**src/rtl/tmr_pkg.sv**
```systemverilog
package tmr_pkg;

    localparam int CNT_W   = 16;
    localparam int ADDR_W  = 5;
    localparam int PSC_W   = 8;
    localparam int SLOW_DV = 16;
    localparam int EVT_W   = 2;

    localparam logic [ADDR_W-1:0] OFS_CTRL = 5'h00;
    localparam logic [ADDR_W-1:0] OFS_REFV = 5'h04;
    localparam logic [ADDR_W-1:0] OFS_CAPT = 5'h08;
    localparam logic [ADDR_W-1:0] OFS_CNT  = 5'h0C;
    localparam logic [ADDR_W-1:0] OFS_EVT  = 5'h11;

    typedef enum logic [1:0] {
        CS_STOP  = 2'd0,
        CS_SYS   = 2'd1,
        CS_SYS16 = 2'd2,
        CS_EXT   = 2'd3
    } clk_src_e;

    typedef struct packed {
        logic [PSC_W-1:0] psc;
        logic [1:0]       cap_edge;
        logic             out_mode;
        logic             irq_en;
        logic             restart;
        logic [1:0]       src;
        logic             en;
    } ctrl_t;

    function automatic logic src_runs(input ctrl_t c);
        return c.en && (c.src == CS_SYS || c.src == CS_SYS16);
    endfunction

endpackage

```
**src/rtl/tmr_prescaler.sv**
```systemverilog
module tmr_prescaler #(
    parameter int PSC_W   = tmr_pkg::PSC_W,
    parameter int SLOW_DV = tmr_pkg::SLOW_DV
) (
    input  logic             clk,
    input  logic             rst,
    input  logic             run,
    input  logic             clr,
    input  logic             slow,
    input  logic [PSC_W-1:0] psc,
    output logic             tick
);
    localparam int DIV_W = PSC_W + $clog2(SLOW_DV) + 1;

    logic [DIV_W-1:0] phase_q;
    logic [DIV_W-1:0] div_base;
    logic [DIV_W-1:0] div_full;

    always_comb begin
        div_base = DIV_W'(psc) + DIV_W'(1);
        div_full = slow ? div_base * DIV_W'(SLOW_DV) : div_base;
    end

    assign tick = run && !clr && (phase_q == div_full - DIV_W'(1));

    always_ff @(posedge clk) begin
        if (rst || clr || !run) begin
            phase_q <= '0;
        end else if (tick) begin
            phase_q <= '0;
        end else begin
            phase_q <= phase_q + DIV_W'(1);
        end
    end
endmodule

```
**src/rtl/tmr_counter.sv**
```systemverilog
module tmr_counter #(
    parameter int CNT_W = tmr_pkg::CNT_W
) (
    input  logic             clk,
    input  logic             rst,
    input  logic             tick,
    input  logic             restart,
    input  logic [CNT_W-1:0] refv,
    input  logic             ld,
    input  logic [CNT_W-1:0] ld_val,
    output logic [CNT_W-1:0] count,
    output logic             match
);
    logic [CNT_W-1:0] nxt;

    always_comb begin
        if (restart && count == refv) nxt = '0;
        else                          nxt = count + CNT_W'(1);
    end

    assign match = tick && !ld && (nxt == refv);

    always_ff @(posedge clk) begin
        if (rst)       count <= '0;
        else if (ld)   count <= ld_val;
        else if (tick) count <= nxt;
    end
endmodule

```
**src/rtl/tmr_regfile.sv**
```systemverilog
module tmr_regfile
    import tmr_pkg::*;
#(
    parameter int CNT_W  = tmr_pkg::CNT_W,
    parameter int ADDR_W = tmr_pkg::ADDR_W,
    parameter int EVT_W  = tmr_pkg::EVT_W
) (
    input  logic              clk,
    input  logic              rst,
    input  logic              wr_en,
    input  logic [ADDR_W-1:0] addr,
    input  logic [CNT_W-1:0]  wr_data,
    input  logic [CNT_W-1:0]  count,
    input  logic              match,
    output ctrl_t             ctrl_q,
    output logic [CNT_W-1:0]  refv_q,
    output logic [EVT_W-1:0]  evt_q,
    output logic              cnt_ld,
    output logic              phase_clr,
    output logic [CNT_W-1:0]  rd_data
);
    logic [CNT_W-1:0] capt_q;
    logic             wr_ctrl, wr_refv, wr_capt, wr_evt;
    logic             wipe;
    logic [EVT_W-1:0] evt_set;

    assign wr_ctrl   = wr_en && addr == OFS_CTRL;
    assign wr_refv   = wr_en && addr == OFS_REFV;
    assign wr_capt   = wr_en && addr == OFS_CAPT;
    assign wr_evt    = wr_en && addr == OFS_EVT;
    assign cnt_ld    = wr_en && addr == OFS_CNT;
    assign phase_clr = wr_ctrl || wr_refv;
    assign wipe      = wr_ctrl && ctrl_q.en && !wr_data[0];
    assign evt_set   = {match, 1'b0};

    always_ff @(posedge clk) begin
        if (rst) begin
            ctrl_q <= '0;
            refv_q <= '0;
            capt_q <= '0;
        end else if (wipe) begin
            ctrl_q <= '0;
            refv_q <= '0;
        end else if (wr_ctrl) begin
            ctrl_q <= ctrl_t'(wr_data);
        end else if (wr_refv) begin
            refv_q <= wr_data;
        end else if (wr_capt) begin
            capt_q <= wr_data;
        end
    end

    always_ff @(posedge clk) begin
        if (rst) evt_q <= '0;
        else     evt_q <= (evt_q & ~(wr_evt ? wr_data[EVT_W-1:0] : '0)) | evt_set;
    end

    always_comb begin
        case (addr)
            OFS_CTRL: rd_data = CNT_W'(ctrl_q);
            OFS_REFV: rd_data = refv_q;
            OFS_CAPT: rd_data = capt_q;
            OFS_CNT:  rd_data = count;
            OFS_EVT:  rd_data = CNT_W'(evt_q);
            default:  rd_data = '0;
        endcase
    end
endmodule

```
**src/rtl/pscmp_timer.sv**
```systemverilog
module pscmp_timer
    import tmr_pkg::*;
(
    input  logic              clk,
    input  logic              rst,
    input  logic              wr_en,
    input  logic [ADDR_W-1:0] addr,
    input  logic [CNT_W-1:0]  wr_data,
    output logic [CNT_W-1:0]  rd_data,
    output logic              irq
);
    ctrl_t            ctrl_q;
    logic [CNT_W-1:0] refv_q;
    logic [CNT_W-1:0] count_q;
    logic [EVT_W-1:0] evt_q;
    logic             cnt_ld, phase_clr, tick, match, run;

    assign run = src_runs(ctrl_q);

    tmr_regfile u_regs (
        .clk(clk), .rst(rst), .wr_en(wr_en), .addr(addr), .wr_data(wr_data),
        .count(count_q), .match(match), .ctrl_q(ctrl_q), .refv_q(refv_q),
        .evt_q(evt_q), .cnt_ld(cnt_ld), .phase_clr(phase_clr), .rd_data(rd_data)
    );

    tmr_prescaler u_psc (
        .clk(clk), .rst(rst), .run(run), .clr(phase_clr),
        .slow(ctrl_q.src == CS_SYS16), .psc(ctrl_q.psc), .tick(tick)
    );

    tmr_counter u_cnt (
        .clk(clk), .rst(rst), .tick(tick), .restart(ctrl_q.restart),
        .refv(refv_q), .ld(cnt_ld), .ld_val(wr_data),
        .count(count_q), .match(match)
    );

    assign irq = ctrl_q.irq_en && evt_q[1];
endmodule

```
**config.mk**
```make
export PLATFORM = sky130hd
export DESIGN_NAME = pscmp_timer
export DESIGN_NICKNAME = d
export VERILOG_FILES = /design/src/rtl/tmr_pkg.sv /design/src/rtl/tmr_prescaler.sv /design/src/rtl/tmr_counter.sv /design/src/rtl/tmr_regfile.sv /design/src/rtl/pscmp_timer.sv
export SDC_FILE = /design/constraint.sdc
export NUM_CORES = 1
export LEC_CHECK = 0
export ABC_CLOCK_PERIOD_IN_PS = 5700
export BUFFER_PORTS_ARGS = -buffer_cell sky130_fd_sc_hd__buf_2
export CAP_MARGIN = 0
export CELL_PAD_IN_SITES_DETAIL_PLACEMENT = 2
export CELL_PAD_IN_SITES_GLOBAL_PLACEMENT = 2
export CORE_MARGIN = 5
export CORE_UTILIZATION = 39
export DETAILED_ROUTE_END_ITERATION = 8
export GPL_TIMING_DRIVEN = 0
export PLACE_DENSITY_LB_ADDON = 0.05
export SLEW_MARGIN = 20
export SYNTH_ARGS = -nofsm -noshare
export SYNTH_HDL_FRONTEND = slang
export SYNTH_SLANG_ARGS = --single-unit
```
**constraint.sdc**
```tcl
create_clock -name clk -period 5.7 [get_ports clk]
set_input_delay 0.57 -clock clk [delete_from_list [all_inputs] [get_ports clk]]
set_output_delay 0.57 -clock clk [all_outputs]
set_load 0.01 [all_outputs]
```
==> flow_summary.rst <==
.. list-table::
   :header-rows: 1

   * - Metric
     - Value
   * - Nature of the critical path endpoint
     - flop
   * - Violation count after the first detailed-route iteration
     - around 340
   * - Setup total negative slack
     - 0 ps
   * - Areal power density over the cells
     - about 200 mW/mm^2
   * - Final design instance area without fill
     - ~0.0064 mm^2
   * - Worst vdd ir
     - between 0.15 and 0.2 mV
   * - Clock Latency Late Sink
     - ~350 ps
   * - Count of yosys warnings during synthesis
     - 0
   * - Routability cong.
     - between 0.8 and 0.9
   * - Number of instances in the synthesized netlist
     - ~740
   * - Unique masters post-synth
     - 73
   * - RSZ-0062 raised after global routing
     - false
   * - DRC errors left
     - 0
   * - Net Sw Power
     - 0.359 mW
   * - Most frequently used flop master after synthesis
     - sky130_fd_sc_hd__dfxtp_1
   * - Flops & latches, synth
     - 79
   * - Highest net fanout along the worst path
     - 10
   * - Wire length of the first global-routing pass
     - between 30 and 40 mm
   * - Die span in x
     - between 100 and 150 um
   * - Count of TritonRoute iterations in the first routing pass
     - 5
   * - Final worst path period share
     - 0.795
   * - Final critical delay including setup and external delays
     - 4530 ps
   * - Pre-CTS WS
     - roughly 1300 ps
   * - Static leakage power
     - 2.26 nW
   * - Placement-stage cell area
     - approximately 0.0062 mm^2
   * - Layout cells sized above 1
     - 0.122
   * - Max-Slew Margin vs Limit
     - 0.484
   * - Synth Net Count
     - approximately 770
   * - Area of the mapped netlist
     - around 0.0057 mm^2
   * - Cell chosen for the clock root
     - sky130_fd_sc_hd__clkbuf_16
   * - Final setup violation count
     - 0
   * - Transition time of the tightest slew-check pin
     - between 700 and 800 ps
   * - Area enclosed by the die boundary
     - around 0.017 mm^2
   * - Number of synthesized flops with an enable pin
     - 0
   * - Sequential cell area fraction in the yosys report
     - 0.276
   * - Clock power share
     - 0.445
   * - Outcome
     - complete, no violations
   * - CP Cell Sequence
     - inv_1 > ha_1 > buf_2 > clkbuf_1 > or2_2 > ha_1 > o21ai_0 > o21ai_0 > or4bb_1 > a31oi_1 > o31ai_1 > a21oi_1 > buf_2 > a21oi_1 > or3_1
   * - Largest net degree at the start of global routing
     - 14
   * - Final Core Density
     - 0.444
   * - IO Count
     - between 40 and 50
   * - Max capacitance violation total
     - 0
   * - Longest Clk Path Bufs
     - 2
   * - Class of the most critical hold timing path
     - flop to flop
   * - Post_cts resized
     - 0
   * - CTS tree
     - built
   * - Post-layout total power
     - about 1.3 mW
   * - Number of max-slew violations in the final report
     - 0
   * - Final hold violations
     - 0
   * - Startpoint class of the critical path
     - flop
   * - Port Buffer Count
     - 40
   * - Per-instance average area after synthesis
     - between 7 and 8 um^2
   * - Antenna Diode Count
     - 0
   * - Internal power of the cells
     - 0.915 mW
   * - Clock tree sinks
     - 79
   * - Post-detailed-route wirelength per cell
     - ~24 um
   * - Endpoint required time on the critical path
     - between 5000 and 6000 ps
   * - Die height
     - between 100 and 150 um
   * - Placeable core region
     - between 0.01 and 0.015 mm^2
   * - Slack of the critical path
     - about 1200 ps
   * - CTS buffer count
     - 9
   * - Aggregate global-route resource usage
     - 0.274
   * - Signed area change from the synthesized netlist to the final layout
     - 12.3%
   * - Worst path max stage delay
     - about 520 ps
   * - Via-per-instance ratio
     - 6.12
   * - Final Net Count
     - roughly 820
   * - Comb pwr share
     - 0.112
   * - Number of post-CTS setup repair buffers
     - 0
   * - Critical path type
     - flop to flop
   * - Critical Path AT
     - 4770 ps
   * - Level count of the clock H-tree
     - 3
   * - Number of rows in the core area
     - 44
   * - Initial cell density of the core
     - 0.396
   * - CTS clk-pin slew, worst paths
     - about 70 ps
   * - Sequential share of power
     - 0.443
   * - Final HPWL from detailed placement
     - 18.4 mm
   * - Total Routed Length
     - approximately 24 mm
   * - Number of antenna violations at the first check in global routing
     - 0
   * - Maximum achievable frequency
     - about 220 MHz
   * - Antenna Violating Nets Remaining
     - 0
   * - Synth async-reset ratio
     - 0
   * - Final worst clock skew
     - 8.30 ps
   * - Overall via count from detail_route
     - around 6.0k
   * - Via count of the first global-routing pass
     - 6617
   * - Post-cts hold buffer count
     - 0
   * - Overflow left after global routing
     - 0
   * - Critical-path top delay cell
     - sky130_fd_sc_hd__or4bb_1
   * - Switching fraction of total power
     - 0.282
==> flip-flops by register name, indices dropped and copies added (netlist names) <==
name           count
u_regs.ctrl_q     16
u_psc.phase_q     13
u_regs.refv_q     16
u_cnt.count       16
u_regs.capt_q     16
u_regs.evt_q       2
==> routing by layer <==
layer	up-vias	global-route usage	wire length (um)
met5	-	0	0
met4	0	0.0958	727
met3	44	0.0363	740
met2	150	0.509	12700
met1	3040	0.319	9680
li1	2768	-	-
==> path summary, 6_finish.rpt <==
path / startpoint / to / slack [ps] / depth (start not counted)
worst max-delay path: u_regs.ctrl_q[1] / u_cnt.count[0] / 1170 / 15
worst min-delay path: u_regs.evt_q[0] / u_regs.evt_q[0] / 450 / 2
worst max register to register: u_regs.ctrl_q[1] / u_cnt.count[0] / 1170 / 15
worst min register to register: u_regs.evt_q[0] / u_regs.evt_q[0] / 450 / 2
==> logic make-up after synthesis <==
group                      Yosys count  synth area share
and+or+nand+nor                    347             0.306
AOI/OAI and AO/OA                  150             0.174
DFF                                 79             0.276
buffers and inverters               70            0.0500
xor gates and xnor gates            65             0.101
muxes                               26            0.0819
adders and majority gates            5            0.0109
==> cells in the mapped netlist, types with 4 or more instances <==
library cell                count  area (um^2)
sky130_fd_sc_hd__and4_1         7         61.3
sky130_fd_sc_hd__xnor2_1       37          324
sky130_fd_sc_hd__clkbuf_1      45          169
sky130_fd_sc_hd__o31a_1         5         43.8
sky130_fd_sc_hd__mux4_2        16          360
sky130_fd_sc_hd__nand2_1      118          443
sky130_fd_sc_hd__a31oi_1        4         25.0
sky130_fd_sc_hd__nand3b_1       8         60.1
sky130_fd_sc_hd__nor2b_1        6         37.5
sky130_fd_sc_hd__a21oi_1       69          345
sky130_fd_sc_hd__ha_1           5         62.6
sky130_fd_sc_hd__o2111ai_1      5         43.8
sky130_fd_sc_hd__o211ai_1       5         37.5
sky130_fd_sc_hd__nor2_1        56          210
sky130_fd_sc_hd__nor3b_1        8         60.1
sky130_fd_sc_hd__or3_1          7         43.8
sky130_fd_sc_hd__inv_1         12         45.0
sky130_fd_sc_hd__and3_1        12         75.1
sky130_fd_sc_hd__o311a_1        4         40.0
sky130_fd_sc_hd__nand3_1       47          235
sky130_fd_sc_hd__mux2_2         7         78.8
sky130_fd_sc_hd__nor3_1        14         70.1
sky130_fd_sc_hd__or4_1          4         30.0
sky130_fd_sc_hd__buf_2          7         35.0
sky130_fd_sc_hd__a211oi_1       4         30.0
sky130_fd_sc_hd__dfxtp_1       79         1580
sky130_fd_sc_hd__and2_1        20          125
sky130_fd_sc_hd__o21ai_0       12         60.1
sky130_fd_sc_hd__nand4_1       18          113
sky130_fd_sc_hd__xor2_1        27          236
sky130_fd_sc_hd__nor4b_1        4         35.0
==> power groups by stage <==
stage                     clock [mW]  combinational, mW  sequential [mW]
after detailed placement           0              0.141            0.577
after CTS                      0.574              0.142            0.564
after global placement             0              0.136            0.577
after global routing           0.595              0.154            0.565
final                          0.567              0.143            0.565
after floorplan                    0             0.0863            0.575
==> stage by stage <==
stage / cells / hold WS [ps]
after detailed placement: 966 / 437
final: 981 / 446
after CTS: 981 / 447
after global placement: 966 / 419
after floorplan: 742 / 409
after global routing: 981 / 471
==> critical path, delay by kind of cell, from the launching register on <==
kind / cells / cell delay [ps]
and+or+nand+nor: 3 / 1250
AOI/OAI and AO/OA: 6 / 1320
adders and majority gates: 2 / 540
buffers and inverters: 4 / 900
DFF: 1 / 380
==> cell usage in the layout (no fill, tap or decap), types with 5 or more instances in the layout <==
master                      count
sky130_fd_sc_hd__nand2_1      118
sky130_fd_sc_hd__dfxtp_1       79
sky130_fd_sc_hd__a21oi_1       69
sky130_fd_sc_hd__nor2_1        56
sky130_fd_sc_hd__buf_2         47
sky130_fd_sc_hd__nand3_1       47
sky130_fd_sc_hd__clkbuf_1      46
sky130_fd_sc_hd__xnor2_1       37
sky130_fd_sc_hd__xor2_1        27
sky130_fd_sc_hd__and2_1        20
sky130_fd_sc_hd__nand4_1       18
sky130_fd_sc_hd__mux4_2        16
sky130_fd_sc_hd__nor3_1        14
sky130_fd_sc_hd__inv_1         12
sky130_fd_sc_hd__o21ai_0       12
sky130_fd_sc_hd__and3_1        12
sky130_fd_sc_hd__clkbuf_16      9
sky130_fd_sc_hd__nor3b_1        8
sky130_fd_sc_hd__nand3b_1       8
sky130_fd_sc_hd__or3_1          7
sky130_fd_sc_hd__mux2_2         7
sky130_fd_sc_hd__and4_1         7
sky130_fd_sc_hd__nor2b_1        6
sky130_fd_sc_hd__o211ai_1       5
sky130_fd_sc_hd__o31a_1         5
sky130_fd_sc_hd__o2111ai_1      5
sky130_fd_sc_hd__ha_1           5
==> cell type report <==
| type | count | area (um^2) |
|---|---|---|
| fillers | 1706 | 8050 |
| multi-input cells | 593 | 3860 |
| flip-flops and latches | 79 | 1580 |
| clock buffers | 11 | 243 |
| plain buffers | 57 | 238 |
| well taps | 184 | 230 |
| repair buffers | 40 | 200 |
| inverters | 13 | 48.8 |
| clock inverters | 4 | 32.5 |
(Power assumes the default switching activity.)
